[config.mk]
export PLATFORM = sky130hd
export DESIGN_NAME = inbound_xlate_window
export DESIGN_NICKNAME = d
export VERILOG_FILES = /design/src/rtl/xw_pkg.sv /design/src/rtl/xw_masked_reg.sv /design/src/rtl/xw_window_decode.sv /design/src/rtl/xw_read_mux.sv /design/src/rtl/inbound_xlate_window.sv
export SDC_FILE = /design/constraint.sdc
export NUM_CORES = 1
export LEC_CHECK = 0
export ABC_AREA = 1
export CORE_MARGIN = 5
export CORE_UTILIZATION = 46
export CTS_BUF_LIST = sky130_fd_sc_hd__clkbuf_4
export DETAILED_ROUTE_END_ITERATION = 7
export GPL_TIMING_DRIVEN = 0
export HOLD_SLACK_MARGIN = 0.08
export PLACE_DENSITY = 0.88
export SYNTH_ARGS = -nofsm -noshare
export SYNTH_HDL_FRONTEND = slang
export SYNTH_SLANG_ARGS = --single-unit
export TNS_END_PERCENT = 5
[constraint.sdc]
create_clock -name clk -period 2.8 [get_ports clk]
set_clock_uncertainty 0.15 [all_clocks]
set_input_delay 0.56 -clock clk [delete_from_list [all_inputs] [get_ports clk]]
set_output_delay 0.56 -clock clk [all_outputs]
set_load 0.02 [all_outputs]
[src/rtl/xw_pkg.sv]
package xw_pkg;
   typedef enum logic [1:0] {
      XW_SEL_MASK  = 2'd0,
      XW_SEL_BASE  = 2'd1,
      XW_SEL_XLATE = 2'd2,
      XW_SEL_NONE  = 2'd3
   } xw_sel_e;
endpackage

[src/rtl/xw_masked_reg.sv]
// Register whose stored bits are ANDed with a keep mask each cycle.
module xw_masked_reg #(
   parameter int          W      = 32,
   parameter logic [W-1:0] RST   = '0,
   parameter bit          A_WINS = 1'b1
) (
   input  logic         clk,
   input  logic         rst_n,
   input  logic         we_a,
   input  logic [W-1:0] wd_a,
   input  logic         we_b,
   input  logic [W-1:0] wd_b,
   input  logic [W-1:0] keep_mask,
   output logic [W-1:0] d_val,
   output logic [W-1:0] q_val
);
   logic [W-1:0] raw_d;

   generate
      if (A_WINS) begin : g_a_first
         always_comb begin
            if (we_a)      raw_d = wd_a;
            else if (we_b) raw_d = wd_b;
            else           raw_d = q_val;
         end
      end else begin : g_b_first
         always_comb begin
            if (we_b)      raw_d = wd_b;
            else if (we_a) raw_d = wd_a;
            else           raw_d = q_val;
         end
      end
   endgenerate

   assign d_val = raw_d & keep_mask;

   always_ff @(posedge clk) begin
      if (!rst_n) q_val <= RST;
      else        q_val <= d_val;
   end

   // no stored bit survives outside last cycle's keep mask
   assert_keep_R3: assert property (@(posedge clk) disable iff (!rst_n)
      1'b1 |=> ((q_val & ~$past(keep_mask)) == '0));
endmodule

[src/rtl/xw_window_decode.sv]
module xw_window_decode #(
   parameter int W = 32
) (
   input  logic         clk,
   input  logic         rst_n,
   input  logic [W-1:0] size_mask,
   input  logic [W-1:0] win_base,
   input  logic [W-1:0] xlate_val,
   input  logic [W-1:0] addr,
   output logic         hit,
   output logic [W-1:0] xaddr
);
   logic open_win;

   assign open_win = |size_mask;
   assign hit      = open_win && (((addr ^ win_base) & size_mask) == '0);
   assign xaddr    = (xlate_val & size_mask) | (addr & ~size_mask);

   assert_closed_no_hit_R4: assert property (@(posedge clk) disable iff (!rst_n)
      (size_mask == '0) |-> !hit);
   assert_offset_pass_R7: assert property (@(posedge clk) disable iff (!rst_n)
      hit |-> ((xaddr & ~size_mask) == (addr & ~size_mask)));
endmodule

[src/rtl/xw_read_mux.sv]
module xw_read_mux #(
   parameter int W = 32
) (
   input  logic [1:0]   sel,
   input  logic [W-1:0] mask_q,
   input  logic [W-1:0] base_q,
   input  logic [W-1:0] xlate_q,
   output logic [W-1:0] rdata
);
   import xw_pkg::*;
   always_comb begin
      unique case (xw_sel_e'(sel))
         XW_SEL_MASK:  rdata = mask_q;
         XW_SEL_BASE:  rdata = base_q;
         XW_SEL_XLATE: rdata = xlate_q;
         default:      rdata = '0;
      endcase
   end
endmodule

[src/rtl/inbound_xlate_window.sv]
module inbound_xlate_window #(
   parameter int ADDR_W     = 32,
   parameter int PAGE_LSB   = 12,
   parameter int MASK_RST_HI = 24,
   parameter bit LP_WINS    = 1'b1
) (
   input  logic              clk,
   input  logic              rst_n,
   input  logic              lp_we,
   input  logic [1:0]        lp_sel,
   input  logic [ADDR_W-1:0] lp_wdata,
   output logic [ADDR_W-1:0] lp_rdata,
   input  logic              cfg_we,
   input  logic [1:0]        cfg_sel,
   input  logic [ADDR_W-1:0] cfg_wdata,
   output logic [ADDR_W-1:0] cfg_rdata,
   input  logic [ADDR_W-1:0] lookup_addr,
   output logic              win_hit,
   output logic [ADDR_W-1:0] win_addr
);
   import xw_pkg::*;

   localparam logic [ADDR_W-1:0] PAGE_HI  = {ADDR_W{1'b1}} << PAGE_LSB;
   localparam logic [ADDR_W-1:0] MASK_RST = {ADDR_W{1'b1}} << MASK_RST_HI;

   generate
      if (ADDR_W < 8 || ADDR_W > 64) begin : g_bad_width
         $error("inbound_xlate_window: ADDR_W out of range");
      end
      if (PAGE_LSB < 1 || PAGE_LSB >= ADDR_W) begin : g_bad_page
         $error("inbound_xlate_window: PAGE_LSB out of range");
      end
      if (MASK_RST_HI < PAGE_LSB || MASK_RST_HI > ADDR_W) begin : g_bad_rst
         $error("inbound_xlate_window: MASK_RST_HI out of range");
      end
   endgenerate

   logic mask_we_lp, mask_we_cfg, base_we_lp, base_we_cfg, xl_we_lp;
   logic [ADDR_W-1:0] mask_d, mask_q, base_d, base_q, xl_d, xl_q;

   assign mask_we_lp  = lp_we  && (lp_sel  == XW_SEL_MASK);
   assign mask_we_cfg = cfg_we && (cfg_sel == XW_SEL_MASK);
   assign base_we_lp  = lp_we  && (lp_sel  == XW_SEL_BASE);
   assign base_we_cfg = cfg_we && (cfg_sel == XW_SEL_BASE);
   assign xl_we_lp    = lp_we  && (lp_sel  == XW_SEL_XLATE);

   xw_masked_reg #(.W(ADDR_W), .RST(MASK_RST), .A_WINS(LP_WINS)) u_mask (
      .clk(clk), .rst_n(rst_n),
      .we_a(mask_we_lp), .wd_a(lp_wdata),
      .we_b(mask_we_cfg), .wd_b(cfg_wdata),
      .keep_mask(PAGE_HI), .d_val(mask_d), .q_val(mask_q));

   // base bits are kept only where the incoming mask allows them
   xw_masked_reg #(.W(ADDR_W), .RST('0), .A_WINS(LP_WINS)) u_base (
      .clk(clk), .rst_n(rst_n),
      .we_a(base_we_lp), .wd_a(lp_wdata),
      .we_b(base_we_cfg), .wd_b(cfg_wdata),
      .keep_mask(mask_d), .d_val(base_d), .q_val(base_q));

   xw_masked_reg #(.W(ADDR_W), .RST('0), .A_WINS(1'b1)) u_xlate (
      .clk(clk), .rst_n(rst_n),
      .we_a(xl_we_lp), .wd_a(lp_wdata),
      .we_b(1'b0), .wd_b('0),
      .keep_mask(PAGE_HI), .d_val(xl_d), .q_val(xl_q));

   xw_window_decode #(.W(ADDR_W)) u_dec (
      .clk(clk), .rst_n(rst_n),
      .size_mask(mask_q), .win_base(base_q), .xlate_val(xl_q),
      .addr(lookup_addr), .hit(win_hit), .xaddr(win_addr));

   xw_read_mux #(.W(ADDR_W)) u_lp_rd (
      .sel(lp_sel), .mask_q(mask_q), .base_q(base_q), .xlate_q(xl_q),
      .rdata(lp_rdata));

   xw_read_mux #(.W(ADDR_W)) u_cfg_rd (
      .sel(cfg_sel), .mask_q(mask_q), .base_q(base_q), .xlate_q(xl_q),
      .rdata(cfg_rdata));

   assert_mask_low_zero_R2: assert property (@(posedge clk) disable iff (!rst_n)
      (mask_q & ~PAGE_HI) == '0);
   assert_base_within_mask_R5: assert property (@(posedge clk) disable iff (!rst_n)
      (base_q & ~mask_q) == '0);
   assert_xlate_low_zero_R8: assert property (@(posedge clk) disable iff (!rst_n)
      (xl_q & ~PAGE_HI) == '0);
   assert_cfg_no_xlate_R9: assert property (@(posedge clk) disable iff (!rst_n)
      !xl_we_lp |=> $stable(xl_q));
   assert_lp_wins_R10: assert property (@(posedge clk) disable iff (!rst_n)
      (mask_we_lp && mask_we_cfg && LP_WINS) |=> (mask_q == ($past(lp_wdata) & PAGE_HI)));
endmodule

==> flow_summary.json <==
{
  "firstDrtPassIters": 7,
  "die_w_microns": 107,
  "finalCriticalPeriod_ns": 2.83,
  "startpoint_type": "input pin",
  "die-height_microns": 107,
  "grt_pass1_wl_microns": 24600,
  "layout-area-overhead-vs-synth_pct": 39.0,
  "rsz0062_at_grt": "true",
  "wl_met3_microns": 2050,
  "hold_path_class": "flip-flop to flip-flop",
  "final_nets": 973,
  "ys_ff_latch": 60,
  "holdWs_ns": 0.350,
  "viasPerCell": 5.53,
  "antenna_left": 0,
  "rows": 35,
  "power_density_nw_per_um2": 374,
  "syn_area_sq_um": 4310,
  "utilization_pct": 65.2,
  "finalMaxSlewViolations": 0,
  "worstSetupEndpointType": "output port",
  "path_clk_slew_ns": 0.10,
  "power_mw": 2.24,
  "ys_types": 25,
  "cts_buffers": 9,
  "fin_crit_sh_pct": 101,
  "die_area_sq_um": 11400,
  "cts-htree-levels": 3,
  "grt_start_max_net_pins": 14,
  "antenna_found_initial": 1,
  "violations": "negative setup slack",
  "worst_pin_slew_ns": 0.676,
  "routabilityCongestion": 0.903,
  "slew_headroom_pct": 54.9,
  "fmax_mhz": 353,
  "power.leakage_nw": 2.80,
  "wl_met2_microns": 7400,
  "ios": 201,
  "coreArea_sq_um": 9200,
  "hold_viol_final": 0,
  "wl_per_cell_microns": 16.3,
  "design_area_sq_um": 6000,
  "yosysWarnings": 0,
  "ctsHoldBuffers": 0,
  "maxCapViolCount": 0,
  "cts_root_buffer": "clkbuf_4",
  "ys_seq_area_share_pct": 27.8,
  "setup_viol": 5,
  "grt_use_total_pct": 27.2,
  "syn-instance-count": 695,
  "arrival_ns": 2.12,
  "worstSkewPairLatency_ns": 0.42,
  "start_util_pct": 46.9,
  "drive_above_1_share_pct": 13.6,
  "routed_wl_microns": 16100,
  "drt_iter0_markers": 721,
  "dpl_cell_area_sq_um": 5930,
  "cp_max_fo": 10,
  "synth_area_per_cell_sq_um": 6.21,
  "portBuffers": 139,
  "grt-ovfl-total": 0,
  "cts_tree": "yes",
  "vias": 5454,
  "worstPathRequired_ns": 2.09,
  "vdd_ir_drop_max_mv": 0.250,
  "hpwl_microns": 11800,
  "run_status": "finished, violations left",
  "drc_errors": 0,
  "topRoutingLayerUsed": "met4",
  "setup_ws_ns": -0.0312,
  "grt_pass1_vias": 4988,
  "cts_sinks": 60,
  "wl_met1_microns": 5950,
  "worst-setup-path-type": "input pin to output port",
  "fin_setup_tns_ns": -0.0481,
  "cts_buffer_depth": 2
}
==> per-stage QoR <==
| stage | setup slack (ns) | std cells |
|---|---|---|
| CTS | -0.127 | 985 |
| detailed placement | -0.929 | 968 |
| floorplan | 0.494 | 718 |
| global placement | -0.917 | 968 |
| finish | -0.0312 | 986 |
| global route | -0.0505 | 986 |
==> metal layers <==
layer	vias to the layer above	GRT usage, %
met5	-	0
met4	0	13.9
met3	69	4.46
met2	416	44.1
met1	2380	34.8
li1	2589	-
==> registers in the layout (all words and copies together), names as in the netlist <==
name,count
u_base.q_val,20
u_mask.q_val,20
u_xlate.q_val,20
==> Yosys cell counts (all sizes together) <==
library cell,count,area share [%]
o22ai,7,1.0
nor2,44,4.6
dfxtp,60,28
o221ai,40,8.1
o21ai,127,15
nand4,4,0.58
nand3,20,2.3
a21oi,51,6.0
nor3,1,0.12
o21bai,1,0.44
buf,50,8.6
nand2,153,14
clkbuf,20,1.8
conb,1,0.087
clkinv,2,0.17
inv,114,9.9
==> final cells by class <==
type                            count  area, sq um
Fill cell                         837         3200
Multi-Input combinational cell    472         2350
Timing Repair Buffer              141         1290
Sequential cell                    60         1200
Buffer                             69          468
Inverter                          116          445
Tap cell                          111          139
Clock buffer                       12         90.1
Clock inverter                      4         16.3
Antenna cell                        1         2.50
==> timing repair <==
action                     4_1_cts  5_1_grt
setup buffers                    2        0
gates resized for setup        121       63
pin swaps                        2        0
setup endpoints to repair       41       40
==> final timing paths <==
check	from	endpoint	slack, ns	depth (start not counted)
worst max-delay path	cfg_sel[0]	cfg_rdata[24]	-0.03	7
worst min-delay path	u_xlate.q_val[24]$_SDFFE_PN0P_	u_xlate.q_val[24]$_SDFFE_PN0P_	0.35	2
worst max register to register	u_mask.q_val[13]$_SDFF_PN0_	u_mask.q_val[13]$_SDFF_PN0_	1.63	4
worst min register to register	u_xlate.q_val[24]$_SDFFE_PN0P_	u_xlate.q_val[24]$_SDFFE_PN0P_	0.35	2
==> worst max-delay path: stages <==
cell and delay (ns):
clkdlybuf4s50_1 0.47, nor2_2 0.18, buf_6 0.18, clkinv_4 0.12, buf_4 0.21, o221ai_1 0.20
buf_4 0.19
==> cell families (layout without fill, tap and decap cells) <==
family	Yosys count	in the layout	synth area share, %
compound gates	226	226	30.3
simple gates	222	222	21.3
buf+inv	186	342	20.5
flops	60	60	27.8
other cells	1	25	0.0869
==> cell usage in the layout (no fill, tap or decap), types with 5 or more instances in the layout <==
cell / count
o22ai_1: 7
o221ai_1: 36
clkbuf_4: 12
dfxtp_1: 60
o21ai_0: 113
clkdlybuf4s50_1: 95
nand3_1: 20
inv_1: 113
nand2_1: 150
a21oi_1: 50
buf_2: 11
nor2_1: 39
o21ai_1: 14
buf_4: 53
clkbuf_2: 18
dlygate4sd2_1: 9
conb_1: 24
buf_6: 5
clkbuf_1: 11
==> report_power, final <==
| group | internal (mW) | total, mW | switching (mW) |
|---|---|---|---|
| sequential | 0.897 | 0.931 | 0.0337 |
| combinational | 0.324 | 0.782 | 0.458 |
| clock | 0.203 | 0.528 | 0.325 |
(Power assumes the default switching activity.)
